### src/rtl/wh_link_pkg.sv
package wh_link_pkg;

    // Kind field: bit 0 opens a message, bit 1 closes it.
    typedef enum logic [1:0] {
        FK_BODY = 2'b00,
        FK_HEAD = 2'b01,
        FK_TAIL = 2'b10,
        FK_SOLO = 2'b11
    } flit_kind_e;

    typedef enum logic [1:0] {
        TX_EMPTY = 2'b00,
        TX_OFFER = 2'b01,
        TX_DRAIN = 2'b10
    } tx_state_e;

    function automatic logic kind_opens(input logic [1:0] k);
        return k[0];
    endfunction

    function automatic logic kind_closes(input logic [1:0] k);
        return k[1];
    endfunction

    function automatic int unsigned idx_width(input int unsigned n);
        return (n > 1) ? $clog2(n) : 1;
    endfunction

endpackage

### src/rtl/wh_rx_port.sv
module wh_rx_port (
    input  logic clk,
    input  logic rst,
    input  logic req,
    input  logic take,
    output logic ack,
    output logic pending
);
    // Four-phase receiver: acknowledge rises on take, falls once req is gone.
    always_ff @(posedge clk) begin
        if (rst) begin
            ack <= 1'b0;
        end else if (take) begin
            ack <= 1'b1;
        end else if (!req) begin
            ack <= 1'b0;
        end
    end

    assign pending = req & ~ack;
endmodule

### src/rtl/wh_claim.sv
module wh_claim
    import wh_link_pkg::*;
#(
    parameter int unsigned NUM_IN = 2,
    localparam int unsigned IDW = idx_width(NUM_IN)
) (
    input  logic                  clk,
    input  logic                  rst,
    input  logic [NUM_IN-1:0]     pending,
    input  logic [2*NUM_IN-1:0]   kind_bus,
    input  logic                  stage_free,
    output logic [NUM_IN-1:0]     grant,
    output logic [IDW-1:0]        sel_idx
);
    logic           reserved;
    logic [IDW-1:0] owner;
    logic           win_any;
    logic [IDW-1:0] win_idx;
    logic [1:0]     sel_kind;

    // Lowest index holding an opening flit wins a free link.
    always_comb begin
        win_any = 1'b0;
        win_idx = '0;
        for (int i = NUM_IN - 1; i >= 0; i--) begin
            if (pending[i] && kind_opens(kind_bus[2*i +: 2])) begin
                win_any = 1'b1;
                win_idx = IDW'(i);
            end
        end
    end

    assign sel_idx  = reserved ? owner : win_idx;
    assign sel_kind = kind_bus[2*int'(sel_idx) +: 2];

    always_comb begin
        grant = '0;
        if (stage_free) begin
            if (reserved) begin
                grant[sel_idx] = pending[sel_idx];
            end else if (win_any) begin
                grant[sel_idx] = 1'b1;
            end
        end
    end

    // Reservation lives from the opening flit to the closing flit.
    always_ff @(posedge clk) begin
        if (rst) begin
            reserved <= 1'b0;
            owner    <= '0;
        end else if (|grant) begin
            reserved <= ~kind_closes(sel_kind);
            owner    <= sel_idx;
        end
    end
endmodule

### src/rtl/wh_tx_stage.sv
module wh_tx_stage
    import wh_link_pkg::*;
#(
    parameter int unsigned FW = 18
) (
    input  logic          clk,
    input  logic          rst,
    input  logic          load,
    input  logic [FW-1:0] load_flit,
    input  logic          out_ack,
    output logic          out_req,
    output logic [FW-1:0] out_flit,
    output logic          free
);
    tx_state_e     state;
    logic [FW-1:0] held;

    always_ff @(posedge clk) begin
        if (rst) begin
            state <= TX_EMPTY;
            held  <= '0;
        end else begin
            case (state)
                TX_EMPTY: if (load) begin
                    state <= TX_OFFER;
                    held  <= load_flit;
                end
                TX_OFFER: if (out_ack)  state <= TX_DRAIN;
                TX_DRAIN: if (!out_ack) state <= TX_EMPTY;
                default:                state <= TX_EMPTY;
            endcase
        end
    end

    assign out_req  = (state == TX_OFFER);
    assign out_flit = held;
    assign free     = (state == TX_EMPTY);
endmodule

### src/rtl/wh_link_ctrl.sv
module wh_link_ctrl
    import wh_link_pkg::*;
#(
    parameter int unsigned NUM_IN    = 2,
    parameter int unsigned PAYLOAD_W = 16,
    localparam int unsigned FLIT_W   = PAYLOAD_W + 2,
    localparam int unsigned IDW      = idx_width(NUM_IN)
) (
    input  logic                       clk,
    input  logic                       rst,
    input  logic [NUM_IN-1:0]          in_req,
    input  logic [NUM_IN*FLIT_W-1:0]   in_flit,
    output logic [NUM_IN-1:0]          in_ack,
    output logic                       out_req,
    output logic [FLIT_W-1:0]          out_flit,
    input  logic                       out_ack
);
    typedef struct packed {
        flit_kind_e            kind;
        logic [PAYLOAD_W-1:0]  data;
    } flit_t;

    logic [NUM_IN-1:0]   pending;
    logic [NUM_IN-1:0]   grant;
    logic [2*NUM_IN-1:0] kind_bus;
    logic [IDW-1:0]      sel_idx;
    logic                stage_free;
    flit_t               picked;

    for (genvar i = 0; i < NUM_IN; i++) begin : g_rx
        flit_t f;
        assign f = flit_t'(in_flit[i*FLIT_W +: FLIT_W]);
        assign kind_bus[2*i +: 2] = f.kind;

        wh_rx_port u_rx (
            .clk     (clk),
            .rst     (rst),
            .req     (in_req[i]),
            .take    (grant[i]),
            .ack     (in_ack[i]),
            .pending (pending[i])
        );
    end

    wh_claim #(.NUM_IN(NUM_IN)) u_claim (
        .clk        (clk),
        .rst        (rst),
        .pending    (pending),
        .kind_bus   (kind_bus),
        .stage_free (stage_free),
        .grant      (grant),
        .sel_idx    (sel_idx)
    );

    assign picked = flit_t'(in_flit[int'(sel_idx)*FLIT_W +: FLIT_W]);

    wh_tx_stage #(.FW(FLIT_W)) u_tx (
        .clk       (clk),
        .rst       (rst),
        .load      (|grant),
        .load_flit (picked),
        .out_ack   (out_ack),
        .out_req   (out_req),
        .out_flit  (out_flit),
        .free      (stage_free)
    );
endmodule

### config.mk
export PLATFORM = sky130hd
export DESIGN_NAME = wh_link_ctrl
export DESIGN_NICKNAME = d
export VERILOG_FILES = /design/src/rtl/wh_link_pkg.sv /design/src/rtl/wh_rx_port.sv /design/src/rtl/wh_claim.sv /design/src/rtl/wh_tx_stage.sv /design/src/rtl/wh_link_ctrl.sv
export SDC_FILE = /design/constraint.sdc
export NUM_CORES = 1
export LEC_CHECK = 0
export BUFFER_PORTS_ARGS = -buffer_cell sky130_fd_sc_hd__buf_2
export CORE_ASPECT_RATIO = 0.7
export CORE_MARGIN = 1.5
export CORE_UTILIZATION = 51
export DETAILED_ROUTE_END_ITERATION = 6
export PLACE_DENSITY = 0.95
export SYNTH_ARGS = -nofsm -noshare
export SYNTH_HDL_FRONTEND = slang
export SYNTH_HIERARCHICAL = 1
export SYNTH_SLANG_ARGS = --single-unit
### constraint.sdc
create_clock -name clk -period 4.45 [get_ports clk]
set_clock_uncertainty 0.15 [all_clocks]
set_input_delay 0.2225 -clock clk [delete_from_list [all_inputs] [get_ports clk]]
set_output_delay 0.2225 -clock clk [all_outputs]
set_load 0.005 [all_outputs]
* Word-level counts from Yosys, hierarchy flattened *
Index checks and enable logic that the tools add are counted.

cells by class
  $mul = 1
  $lt $le $gt $ge = 2
  eq/ne operators = 7
  shift operators = 2
  multiplexer cells = 19
  bitwise logic cells = 6
  reductions and logical operators = 7

operators by type and width
  operator                                                                       number
  36-bit by 7-bit variable part select with 18-bit output                        1
  2-bit 2-to-1 mux                                                               6
  1-bit 2-to-1 mux                                                               11
  2-bit by 1-bit inequality test with 1-bit output (second input constant)       4
  2-bit one-hot mux with 3 select lines                                          1
  1-bit by 4-bit multiplier with 5-bit output (second input constant)            1
  4-bit by 3-bit variable part select with 2-bit output                          1
  1-bit logical AND                                                              3
  1-bit inverter                                                                 3
  3-bit AND reduction                                                            1
  1-bit AND                                                                      2
  2-bit AND                                                                      1
  2-bit by 1-bit equality test with 1-bit output (second input constant)         1
  2-bit equality test (second input constant)                                    1
  2-bit zero test                                                                1
  1-bit by 2-bit less-than comparator with 1-bit output (second input constant)  1
  2-bit inequality test (second input constant)                                  1
  2-bit AND reduction                                                            1
  2-bit OR reduction                                                             1
  1-bit demux with 1-bit select                                                  1
  1-bit greater-or-equal comparator (second input constant)                      1

word-level totals
  register bits after elaboration = 24
  input bits = 41
  output and inout port bits = 21
  logic and storage cells = 50

* Depth between registers and ports, before layout *
  word-level depth = 16
  depth in mapped cells = 9
  gate-level depth less buffers = 7

* Modules after synthesis *
The synthesis kept the hierarchy.

by module, submodules not included
  module        instances  cells each  area an instance (µm²)  seq. area each (µm²)
  wh_tx_stage   1          87          907.1                   400.4
  wh_link_ctrl  1          21          277.8                   0.0
  wh_claim      1          26          196.4                   40.0
  wh_rx_port    2          4           37.5                    20.0

* Worst setup path after synthesis *
Ideal clock, no wire load.

  path kind = register to register
  start = register g_rx[0].u_rx.ack
  end = register u_tx.held[0] (netlist: u_tx/out_flit[0])
  setup time = 72 ps
  arrival time = 1980 ps
  required time = 4228 ps
  path slack = 2248 ps
  cell stages (with the launch flop) = 10
  buffers on the path = 2
  clock period less this slack = 2202 ps
  path through = dfxtp_1 -> and2b_2 -> and2_4 -> or3_1 -> a21boi_1 -> or2_2 -> nor3b_2 -> buf_6 -> buf_12 -> mux2i_1

between the ends
  word-level cells in the longest chain between the ends = 14
  elaborated cells between the ends (all ways) = 21
  classes of those cells = mul (1); order compare (2); shift (1); mux (10); bitwise (3); reduce/logical (4)

ends and longest elaborated chain
  element                                                                                                                                  line                            text
  start: declaration                                                                                                                       wh_rx_port.sv:6                 output logic ack,
  start signal: assignment                                                                                                                 wh_rx_port.sv:12                ack <= 1'b0;
  start signal: assignment                                                                                                                 wh_rx_port.sv:14                ack <= 1'b1;
  start signal: assignment                                                                                                                 wh_rx_port.sv:16                ack <= 1'b0;
  1-bit inverter *                                                                                                                         wh_rx_port.sv:20                assign pending = req & ~ack;
  1-bit AND *                                                                                                                              wh_rx_port.sv:20
  via pending[0]                                                                                                                           wh_link_ctrl.sv:23              logic [NUM_IN-1:0] pending;
  1-bit logical AND                                                                                                                        wh_claim.sv:26                  if (pending[i] && kind_opens(kind_bus[2*i +: 2])) begin
  1-bit 2-to-1 mux                                                                                                                         wh_claim.sv:26
  1-bit 2-to-1 mux                                                                                                                         wh_claim.sv:33                  assign sel_idx = reserved ? owner : win_idx;
  1-bit by 2-bit less-than comparator with 1-bit output (implied by the code) / 1-bit greater-or-equal comparator (equally long branches)  wh_claim.sv:40, wh_claim.sv:42
  1-bit logical AND (implied by the code)                                                                                                  wh_claim.sv:40, wh_claim.sv:42
  1-bit 2-to-1 mux (implied by the code)                                                                                                   wh_claim.sv:40, wh_claim.sv:42
  1-bit demux with 1-bit select                                                                                                            n/a
  2-bit 2-to-1 mux / 2-bit AND (equally long branches)                                                                                     n/a
  2-bit 2-to-1 mux *                                                                                                                       wh_claim.sv:39                  if (reserved) begin
  2-bit 2-to-1 mux *                                                                                                                       wh_claim.sv:38                  if (stage_free) begin
  via grant[1]                                                                                                                             wh_link_ctrl.sv:24              logic [NUM_IN-1:0] grant;
  2-bit OR reduction *                                                                                                                     wh_link_ctrl.sv:60              .load (|grant),
  2-bit AND reduction (no line) *                                                                                                          n/a
  end signal: assignment                                                                                                                   wh_tx_stage.sv:26               held <= load_flit;
  end: declaration                                                                                                                         wh_tx_stage.sv:16               logic [FW-1:0] held;

Mark *: on every way through the listed nets, which the timed path passes. The rest lies on a longest branch. The select of a mux whose other input is x is not followed.
A chain may end at the register's enable or synchronous reset.

* Worst setup path in the final report *
Ends and elaborated chain as after synthesis.

==> metrics.txt <==
Switch Pwr 162 uW; clock slew at reported path FFs 0.08 ns; post-route minimum period 2.95 ns; r2r endpoint u_tx/out_flit[0]$_SDFFE_PP0P_; fin nets 240; I/O Pins 62; Arr. time, crit path 2.99 ns; HP Start out_ack; die width 66.9 microns; CTS Root Cell clkbuf_8; Net Sw Frac 25.9%; wl on met1 1330 microns; worst setup path start g_rx[0].u_rx/ack$_SDFFE_PP0P_; ys async rst share 0%; DR top layer met4; share of cells above drive strength 1 46.0%; Achievable Freq 339 MHz; CP endpoint kind flop; total power 625 uW; worst-path maximum fanout 18; Slowest-stage cell, CP nor3b_4; Final Cycle Share 66.3%; crit-path leading delay family simple AND/OR/NAND/NOR gates; vias per inst 4.97; DP Worst Slack 1.55 ns; dominant synthesized flop cell dfxtp_1; initial antenna violation count 0; Fin. Hold Viols 0; Setup CP Type flop to flop; Lkg Pwr 0.843 nW; DR vias 1153; count of final setup violators 0; FF-to-FF Start g_rx[0].u_rx/ack$_SDFFE_PP0P_; Reg power frac 41.7%; postcts setup bufs 0; fillers 208; Met3 Routed Length 185 microns; WP buf/inv 0; R2R Setup Slk 1.50 ns; Internal 463 uW; Synth area leader dfxtp_1; row cnt 15; deepest clock path buffer count 2; syn_nets 183; Total GRT Usage 18.4%; CP max stage delay 0.91 ns; DRT Wirelength 2950 microns; Core Area 2590 sq um; # diodes 0; final worst slack 1.50 ns; largest net degree at the start of global routing 44; Final Core Density 69.4%; max_slew headroom 25.1%; Gate power share 28.3%; DPL Wire Length 2230 microns; drt pass-1 iters 4; sequential cell area 480 sq um; GR Overflow Total 0; antenna-violating nets left 0; WL/cell 12.7 microns; maximum vdd drop 0.273 mV; latest clock arrival within the worst-skew pair 0.26 ns; DR WL met2 1380 microns; FF-to-FF path depth 7; Final Max Slew Viols 0; Max Cap Violations 0; starting density of the core 56.2%; setup TNS 0 ns; RePlAce Congestion 0.852; first-pass GRT wire length 4320 microns; Port Buffers 61; area of the multi-input gates 895 sq um; Avg Cell Area, Syn 10.3 sq um; synth-to-layout area growth 23.5%; Mapped Area 1460 sq um; leading post-synthesis cells by cell area dfxtp_1, nand2b_1, mux2i_1; Worst Tran Pin Value 1.12 ns; DRC violations left 0; flops & latches, synth 24; DP Area 1730 sq um; startpoint types flop; most common cell after layout, fill and taps aside buf_2; starting DRC count in detailed routing 59; commonest cells after routing, fill and taps aside buf_2, nand2b_1, dfxtp_1; pwr dens 347 nW/um^2; Yosys top cell area share 33.0%; die area 3190 sq um; Distinct cells, synth 33; vias in the first global route 977; Mapped Cells 142; Hold Buf Count CTS 0; RSZ-0062 raised after global routing false; clock share of power 30.0%; hold path endpoint u_tx/state[0]$_SDFFE_PP0P_; register area share after synthesis 33.0%; EDFF count, synth 0; Die Ht 47.7 microns; Ys Warns 6; status completed; CTS buffer count 3; H-tree depth 1; Sink Count 24; worst path required time 4.49 ns; crit path cell chain and2b_2 -> and2_4 -> or3_1 -> a21boi_1 -> or2_2 -> nor3b_4 -> mux2i_1; CTS tree yes; hold path depth 2; CTS resizes 0; finished layout cell area 1800 sq um; HP Class primary input to flop
[final cells by class]
class	count	area share, %
multi-input combinational	108	49.8
sequential	24	26.7
timing repair buffer	61	17.0
tap	34	2.37
clock buffer	3	2.30
clock inverter	1	1.67
inverter	1	0.209
[flip-flops by register name, indices dropped and copies added (netlist names)]
register	cells
g_rx.u_rx/ack	2
u_claim/owner	1
u_claim/reserved	1
u_tx/out_flit	18
u_tx/state	2
[cells in the mapped netlist, types with 2 or more instances]
cell type	n
a21oi_1	3
buf_6	2
buf_2	2
mux2_2	8
dfxtp_1	24
nand2_1	4
nand2b_1	37
mux2i_1	19
nor3_1	2
nor2_1	4
and2b_2	3
clkbuf_1	3
buf_12	2
mux2_4	10
[how the worst max path moves through the flow]
stage | end | cells after the start | slack (ns)
after floorplan | u_tx/out_flit[0]$_SDFFE_PP0P_ | 9 | 2.25
after global placement | u_tx/out_flit[3]$_SDFFE_PP0P_ | 7 | 1.71
after detailed placement | u_tx/out_flit[0]$_SDFFE_PP0P_ | 7 | 1.55
after CTS | u_tx/out_flit[0]$_SDFFE_PP0P_ | 7 | 1.49
after global routing | u_tx/out_flit[9]$_SDFFE_PP0P_ | 7 | 1.30
final | u_tx/out_flit[0]$_SDFFE_PP0P_ | 7 | 1.50
[metrics by stage]
stage               cells  hold slack, ns
finish                232          0.0280
global route          232          0.0210
CTS                   232          0.0225
detailed placement    228           0.304
global placement      228           0.299
floorplan             142           0.145
[power by group through the flow]
stage / Clock [mW] / Sequential [mW] / Combinational [mW]
final: 0.187 / 0.261 / 0.177
after CTS: 0.192 / 0.261 / 0.178
after global placement: 0 / 0.265 / 0.172
after detailed placement: 0 / 0.265 / 0.177
after floorplan: 0 / 0.264 / 0.131
after global routing: 0.204 / 0.263 / 0.193
[routing by layer]
metal  GRT usage, %  vias to the layer above
met5              0                        -
met4           8.57                        0
met3           5.41                        6
met2           32.2                       35
met1           21.6                      513
li1               -                      599
[cell families (layout without fill, tap and decap cells)]
family	count (synthesis)	after routing	synth area share [%]
xor gates and xnor gates	1	1	0.601
AOI/OAI and AO/OA	11	11	5.67
and+or+nand+nor	59	59	25.2
DFF	24	24	33.0
muxes	37	37	29.6
buffers and inverters	10	66	6.01
Note: power is estimated with default switching activity, not from simulation.
